**config.mk**
```make
export PLATFORM = sky130hd
export DESIGN_NAME = ssr_master_rx
export DESIGN_NICKNAME = d
export VERILOG_FILES = /design/src/rtl/ssr_pkg.sv /design/src/rtl/ssr_prescaler.sv /design/src/rtl/ssr_shift.sv /design/src/rtl/ssr_regs.sv /design/src/rtl/ssr_master_rx.sv
export SDC_FILE = /design/constraint.sdc
export NUM_CORES = 1
export LEC_CHECK = 0
export BUFFER_PORTS_ARGS = -buffer_cell sky130_fd_sc_hd__buf_2
export CORE_AREA = 10 10 71 73
export CTS_BUF_LIST = sky130_fd_sc_hd__clkbuf_8
export DETAILED_ROUTE_END_ITERATION = 12
export DIE_AREA = 0 0 81 83
export GPL_TIMING_DRIVEN = 0
export HOLD_SLACK_MARGIN = 0.05
export PLACE_DENSITY = 0.68
export SETUP_SLACK_MARGIN = 0.02
export SLEW_MARGIN = 10
export SYNTH_ARGS = -nofsm -noshare
export SYNTH_HDL_FRONTEND = slang
export SYNTH_SLANG_ARGS = --single-unit
```
**constraint.sdc**
```tcl
create_clock -name clk -period 2.7 [get_ports clk]
set_input_delay 0 -clock clk [delete_from_list [all_inputs] [get_ports clk]]
set_output_delay 0 -clock clk [all_outputs]
set_load 0.02 [all_outputs]
```
**src/rtl/ssr_pkg.sv**
```systemverilog
package ssr_pkg;

    typedef enum logic [1:0] {
        ST_IDLE = 2'd0,
        ST_LEAD = 2'd1,
        ST_LOW  = 2'd2,
        ST_HIGH = 2'd3
    } ssr_state_e;

    localparam logic [1:0] ADDR_CTRL = 2'd0;
    localparam logic [1:0] ADDR_TX   = 2'd1;
    localparam logic [1:0] ADDR_RX   = 2'd2;
    localparam logic [1:0] ADDR_STAT = 2'd3;

    localparam int CTL_RXEN  = 0;
    localparam int CTL_TXEN  = 1;
    localparam int CTL_SEL_L = 2;
    localparam int CTL_DLY   = 4;

    localparam int STS_DONE  = 0;
    localparam int STS_OVR   = 1;
    localparam int STS_FAULT = 2;
    localparam int STS_BUSY  = 3;

endpackage

```
**src/rtl/ssr_prescaler.sv**
```systemverilog
module ssr_prescaler #(
    parameter int DIV0 = 1,
    parameter int DIV1 = 8,
    parameter int DIV2 = 32
) (
    input  logic       clk,
    input  logic       rst_n,
    input  logic       clr,
    input  logic       run,
    input  logic [1:0] sel,
    output logic       tick
);
    localparam int MAXDIV = (DIV0 > DIV1) ? ((DIV0 > DIV2) ? DIV0 : DIV2)
                                          : ((DIV1 > DIV2) ? DIV1 : DIV2);
    localparam int CW = (MAXDIV > 1) ? $clog2(MAXDIV) : 1;

    logic [CW-1:0] cnt_q;
    logic [CW-1:0] limit;

    always_comb begin
        unique case (sel)
            2'd0:    limit = CW'(DIV0 - 1);
            2'd1:    limit = CW'(DIV1 - 1);
            default: limit = CW'(DIV2 - 1);
        endcase
    end

    assign tick = run && (cnt_q == limit);

    always_ff @(posedge clk or negedge rst_n) begin
        if (!rst_n) begin
            cnt_q <= '0;
        end else if (clr || !run || tick) begin
            cnt_q <= '0;
        end else begin
            cnt_q <= cnt_q + 1'b1;
        end
    end

endmodule

```
**src/rtl/ssr_shift.sv**
```systemverilog
module ssr_shift #(
    parameter int W = 8
) (
    input  logic         clk,
    input  logic         rst_n,
    input  logic         clr,
    input  logic         shift_en,
    input  logic         din,
    output logic [W-1:0] word_next,
    output logic         last
);
    localparam int BW = (W > 1) ? $clog2(W) : 1;

    logic [W-1:0]  data_q;
    logic [BW-1:0] cnt_q;

    assign word_next = {din, data_q[W-1:1]};
    assign last      = (cnt_q == BW'(W - 1));

    always_ff @(posedge clk or negedge rst_n) begin
        if (!rst_n) begin
            data_q <= '0;
            cnt_q  <= '0;
        end else if (clr) begin
            cnt_q  <= '0;
        end else if (shift_en) begin
            data_q <= word_next;
            cnt_q  <= cnt_q + 1'b1;
        end
    end

endmodule

```
**src/rtl/ssr_regs.sv**
```systemverilog
module ssr_regs
    import ssr_pkg::*;
#(
    parameter int W = 8
) (
    input  logic         clk,
    input  logic         rst_n,
    input  logic [1:0]   bus_addr,
    input  logic         bus_wr,
    input  logic         bus_rd,
    input  logic [7:0]   bus_wdata,
    output logic [7:0]   bus_rdata,
    input  logic         complete,
    input  logic         fault_set,
    input  logic         busy,
    input  logic [W-1:0] word,
    output logic [7:0]   ctrl,
    output logic         start_req,
    output logic         done,
    output logic         fault,
    output logic         irq
);
    logic [W-1:0] rxbuf_q;
    logic         ovr_q;
    logic         rd_rx;
    logic         wr_stat;

    assign rd_rx     = bus_rd && (bus_addr == ADDR_RX);
    assign wr_stat   = bus_wr && (bus_addr == ADDR_STAT);
    assign start_req = bus_wr && (bus_addr == ADDR_TX);

    always_ff @(posedge clk or negedge rst_n) begin
        if (!rst_n) begin
            ctrl    <= '0;
            rxbuf_q <= '0;
            done    <= 1'b0;
            ovr_q   <= 1'b0;
            fault   <= 1'b0;
            irq     <= 1'b0;
        end else begin
            if (bus_wr && (bus_addr == ADDR_CTRL)) begin
                ctrl <= bus_wdata;
            end
            irq <= complete;
            if (complete) begin
                rxbuf_q <= word;
            end
            if (complete) begin
                done <= 1'b1;
            end else if (rd_rx) begin
                done <= 1'b0;
            end
            if (complete && done && !rd_rx) begin
                ovr_q <= 1'b1;
            end else if (wr_stat && bus_wdata[STS_OVR]) begin
                ovr_q <= 1'b0;
            end
            if (fault_set) begin
                fault <= 1'b1;
            end else if (wr_stat && bus_wdata[STS_FAULT]) begin
                fault <= 1'b0;
            end
        end
    end

    always_comb begin
        bus_rdata = '0;
        unique case (bus_addr)
            ADDR_CTRL: bus_rdata = ctrl;
            ADDR_TX:   bus_rdata = '0;
            ADDR_RX:   bus_rdata = 8'(rxbuf_q);
            ADDR_STAT: begin
                bus_rdata[STS_DONE]  = done;
                bus_rdata[STS_OVR]   = ovr_q;
                bus_rdata[STS_FAULT] = fault;
                bus_rdata[STS_BUSY]  = busy;
            end
            default:   bus_rdata = '0;
        endcase
    end

endmodule

```
**src/rtl/ssr_master_rx.sv**
```systemverilog
module ssr_master_rx
    import ssr_pkg::*;
#(
    parameter int DIV0 = 1,
    parameter int DIV1 = 8,
    parameter int DIV2 = 32,
    parameter int W    = 8
) (
    input  logic       clk,
    input  logic       rst_n,
    input  logic [1:0] bus_addr,
    input  logic       bus_wr,
    input  logic       bus_rd,
    input  logic [7:0] bus_wdata,
    output logic [7:0] bus_rdata,
    output logic       sclk_o,
    input  logic       rxd_i,
    input  logic       ssel_n_i,
    output logic       rx_irq_o
);
    ssr_state_e   state_q, state_d;
    logic [7:0]   ctrl;
    logic         start_req, done, fault, irq;
    logic         tick, last, start, fault_set, rise, complete, busy;
    logic [W-1:0] word_next;

    assign fault_set = ctrl[CTL_RXEN] && !ssel_n_i;
    assign start     = start_req && ctrl[CTL_RXEN] && ctrl[CTL_TXEN] && !fault
                       && !fault_set && (state_q == ST_IDLE);
    assign rise      = (state_q == ST_LOW) && tick && !fault_set;
    assign complete  = rise && last;

    // state register
    always_ff @(posedge clk or negedge rst_n) begin
        if (!rst_n) begin
            state_q <= ST_IDLE;
        end else begin
            state_q <= state_d;
        end
    end

    // next state
    always_comb begin
        state_d = state_q;
        if (fault_set) begin
            state_d = ST_IDLE;
        end else begin
            unique case (state_q)
                ST_IDLE: if (start) state_d = ctrl[CTL_DLY] ? ST_LEAD : ST_LOW;
                ST_LEAD: if (tick)  state_d = ST_LOW;
                ST_LOW:  if (tick)  state_d = last ? ST_IDLE : ST_HIGH;
                ST_HIGH: if (tick)  state_d = ST_LOW;
                default:            state_d = ST_IDLE;
            endcase
        end
    end

    // outputs from state
    always_comb begin
        unique case (state_q)
            ST_IDLE: begin sclk_o = 1'b1; busy = 1'b0; end
            ST_LOW:  begin sclk_o = 1'b0; busy = 1'b1; end
            default: begin sclk_o = 1'b1; busy = 1'b1; end
        endcase
    end

    assign rx_irq_o = irq;

    ssr_prescaler #(.DIV0(DIV0), .DIV1(DIV1), .DIV2(DIV2)) u_pre (
        .clk   (clk),
        .rst_n (rst_n),
        .clr   (start),
        .run   (busy),
        .sel   (ctrl[CTL_SEL_L +: 2]),
        .tick  (tick)
    );

    ssr_shift #(.W(W)) u_shift (
        .clk       (clk),
        .rst_n     (rst_n),
        .clr       (start),
        .shift_en  (rise),
        .din       (rxd_i),
        .word_next (word_next),
        .last      (last)
    );

    ssr_regs #(.W(W)) u_regs (
        .clk       (clk),
        .rst_n     (rst_n),
        .bus_addr  (bus_addr),
        .bus_wr    (bus_wr),
        .bus_rd    (bus_rd),
        .bus_wdata (bus_wdata),
        .bus_rdata (bus_rdata),
        .complete  (complete),
        .fault_set (fault_set),
        .busy      (busy),
        .word      (word_next),
        .ctrl      (ctrl),
        .start_req (start_req),
        .done      (done),
        .fault     (fault),
        .irq       (irq)
    );

endmodule

```
==> results_dict.tcl <==
set metrics [dict create \
    p_sw_w 0.000455 \
    synth-main-ff-cell "dfrtp_1" \
    hpwl_um 2700 \
    gr-total-overflow 0 \
    grt_max_degree 38 \
    ctsLongestPathBuffers 2 \
    cpMaxStageDelayCell "nor4_4" \
    io_buffers 25 \
    synth_seq_cells 37 \
    yosysUniqueCellTypes 33 \
    n_antenna_cell 0 \
    worst_slew_pin_slew_ns 0.796 \
    dieArea_sq_um 6720 \
    rsz0062_at_grt "false" \
    max_freq_ghz 0.445 \
    clock_latency_ns 0.28 \
    cts.clk_slew.worst_paths_ns 0.07 \
    dr.first_iter.drc_count 71 \
    layout_worst_path_cycle_share 0.832 \
    gp_congestion 0.797 \
    powerDensity_nw_per_um2 664 \
    antenna_found_initial 0 \
    syn_area_sq_um 1760 \
    syn_inst 146 \
    path_cells "nor3_1 -> o221ai_1 -> nor4_4 -> mux2_2" \
    dieHeight_um 83 \
    cts_tree "done" \
    cp_slowest_stage_delay_ns 0.70 \
    relSlewSlack 0.469 \
    synthArstFlopShare 1.00 \
    crit_buf_inv 0 \
    hp-class "input pin to register" \
    synth_area_leaders "dfrtp_1, mux2_2, mux2i_1, a22o_1, ha_1" \
    drc_errors 0 \
    finalWirelength_um 3630 \
    arrival_ns 2.42 \
    setup_viol_count_final 0 \
    syn_nets 165 \
    power_frac_seq 0.496 \
    final_layout_size_suffix_gt1_frac 0.326 \
    yosys_warnings 0 \
    core_area_sq_um 3630 \
    synth_top_area_cell "dfrtp_1" \
    finalHoldViolCount 0 \
    regArea_sq_um 926 \
    p_comb_frac 0.250 \
    cp_top_family "simple AND/OR/NAND/NOR gates" \
    postCtsSetupRepairBufs 0 \
    critPathRequiredTime_ns 2.87 \
    final-max-slew-violation-count 0 \
    multiInputGateArea_sq_um 793 \
    ios 26 \
    cts.sinks 37 \
    grt_pass1_wl_um 6270 \
    ant_nets 0 \
    crit_path_start_kind "register" \
    synth-edff-count 0 \
    htree_levels 2 \
    final_net_count 208 \
    status "finished clean" \
    layout_min_cycle_time_ns 2.25 \
    firstDrtPassIters 4 \
    p_int_w 0.000964 \
    num_rows 22 \
    ys_seq_area_frac 0.527 \
    irDropWorstVdd_v 0.000337 \
    place_ws_ns 0.461 \
    grt_usage 0.116 \
    r2r_slack_ns 0.45 \
    fill_cells 316 \
    pwr-share-clk 0.254 \
    numCtsBuffers 5 \
    critical_path.max_fanout 10 \
    synth_top_area_share 0.527 \
    num_vias 1254 \
    layout_setup_ws_ns 0.453 \
    area.growth.synth_to_final_pct 21.5 \
    worst_clock_skew_ns 0.00278 \
    utilization 0.588 \
    vias_per_cell 5.27 \
    initial_core_util 0.484 \
    maxCapViolations 0 \
    p_leak_nw 1.03 \
    end_kind "register" \
    swShare 0.321 \
    wl_per_cell_um 15.2 \
    grt_pass1_vias 1362 \
    dpl_cell_area_sq_um 1940 \
    setup-tns-final_ns 0 \
    final_cell_area_sq_um 2140 \
    critical_path_class "register to register" \
    dieWidth_um 81 \
    root_buffer "clkbuf_8" \
    syn_avg_cell_area_sq_um 12.0 \
]
## cells in the final DEF, fill, tap and decap left out, types with 5 or more instances in the layout
master	count
nand2_1	9
dfrtp_1	37
mux2i_1	7
mux2_2	26
inv_1	6
dlygate4sd3_1	11
nand3_1	5
nor2_1	9
nor3_1	5
clkbuf_8	5
a22o_1	6
buf_2	26
## per-layer routing
metal / wire length [um] / vias up / share of wire / track usage
met1: 1600 / 611 / 0.44 / 0.141
met5: 0 / - / 0 / 0
li1: - / 610 / - / -
met2: 1780 / 29 / 0.49 / 0.182
met3: 216 / 4 / 0.060 / 0.0399
met4: 32 / 0 / 0.0088 / 0.0469
## flip-flops by register name (all words and copies together), names as in the netlist
signal	cells
u_regs.done	1
u_regs.fault	1
u_regs.ovr_q	1
u_shift.cnt_q	3
u_shift.data_q	7
u_pre.cnt_q	5
u_regs.rxbuf_q	8
u_regs.irq	1
state_q	2
u_regs.ctrl	8
## area by class of cell
cell class | count | area share
buffer | 5 | 0.00937
clock buffer | 5 | 0.0322
clock inverter | 3 | 0.00644
inverter | 5 | 0.00879
multi-input combinational | 99 | 0.371
sequential | 37 | 0.434
tap | 48 | 0.0281
timing repair buffer | 36 | 0.110
## timing repair
| item | in CTS | in global routing |
|---|---|---|
| hold endpoints to repair | 50 | 0 |
| endpoints found under the setup margin | 0 | 0 |
| gates resized for setup | 0 | 0 |
| hold buffers | 11 | 0 |
## Yosys cell counts (2+ instances only)
library cell / count
a22o_1: 6
nor2_1: 9
nor3_1: 5
mux2_2: 26
clkbuf_1: 3
inv_1: 5
xor2_1: 2
nand3_1: 5
o21ai_0: 2
and2_1: 2
ha_1: 3
nor2b_1: 2
mux2i_1: 7
a21oi_1: 3
dfrtp_1: 37
nand2b_1: 3
o211ai_1: 2
nand2_1: 9
## logic make-up (layout without fill, tap and decap cells)
group | after synthesis | after routing | share of synthesized area
flip-flops | 37 | 37 | 0.527
buffers and inverters | 10 | 54 | 0.0221
adder cells (fa/ha/maj) | 3 | 3 | 0.0214
multiplexers | 33 | 33 | 0.206
AO/OA/AOI/OAI | 17 | 17 | 0.0705
AND/OR/NAND/NOR | 43 | 43 | 0.138
XOR/XNOR | 3 | 3 | 0.0149
## worst min-delay path: stages
cell and delay (ns):
buf_2 0.13, nand3b_1 0.08, nand2_1 0.06, nand2b_1 0.07
## power by group through the flow
stage	registers [W]	logic (W)	clock network (W)
5_1_grt	0.000718	0.000395	0.000403
4_1_cts	0.000704	0.000360	0.000376
3_5_place_dp	0.000715	0.000349	0
2_1_floorplan	0.000693	0.000262	0
6_report	0.000704	0.000354	0.000360
3_3_place_gp	0.000708	0.000334	0
## final timing paths
check                                              from  depth (start not counted)                            end
setup / recovery               u_pre.cnt_q[1]$_DFF_PN0_                          4  u_regs.rxbuf_q[3]$_DFFE_PN0P_
max in group asynchronous                         rst_n                          2  u_regs.rxbuf_q[7]$_DFFE_PN0P_
min in group asynchronous                         rst_n                          2       u_pre.cnt_q[2]$_DFF_PN0_
setup reg to reg               u_pre.cnt_q[1]$_DFF_PN0_                          4  u_regs.rxbuf_q[3]$_DFFE_PN0P_
hold reg to reg            u_shift.cnt_q[0]$_DFFE_PN0P_                          1   u_shift.cnt_q[0]$_DFFE_PN0P_
hold / removal                              bus_addr[1]                          4        u_regs.done$_DFFE_PN0P_
## through the flow
stage	std cells	hold slack (ns)	total power [W]
2_1_floorplan	146	-0.296	0.000955
3_3_place_gp	219	0.128	0.00104
3_5_place_dp	219	0.141	0.00106
4_1_cts	238	0.0833	0.00144
5_1_grt	238	0.132	0.00152
6_report	238	0.0896	0.00142
(Power assumes the default switching activity.)
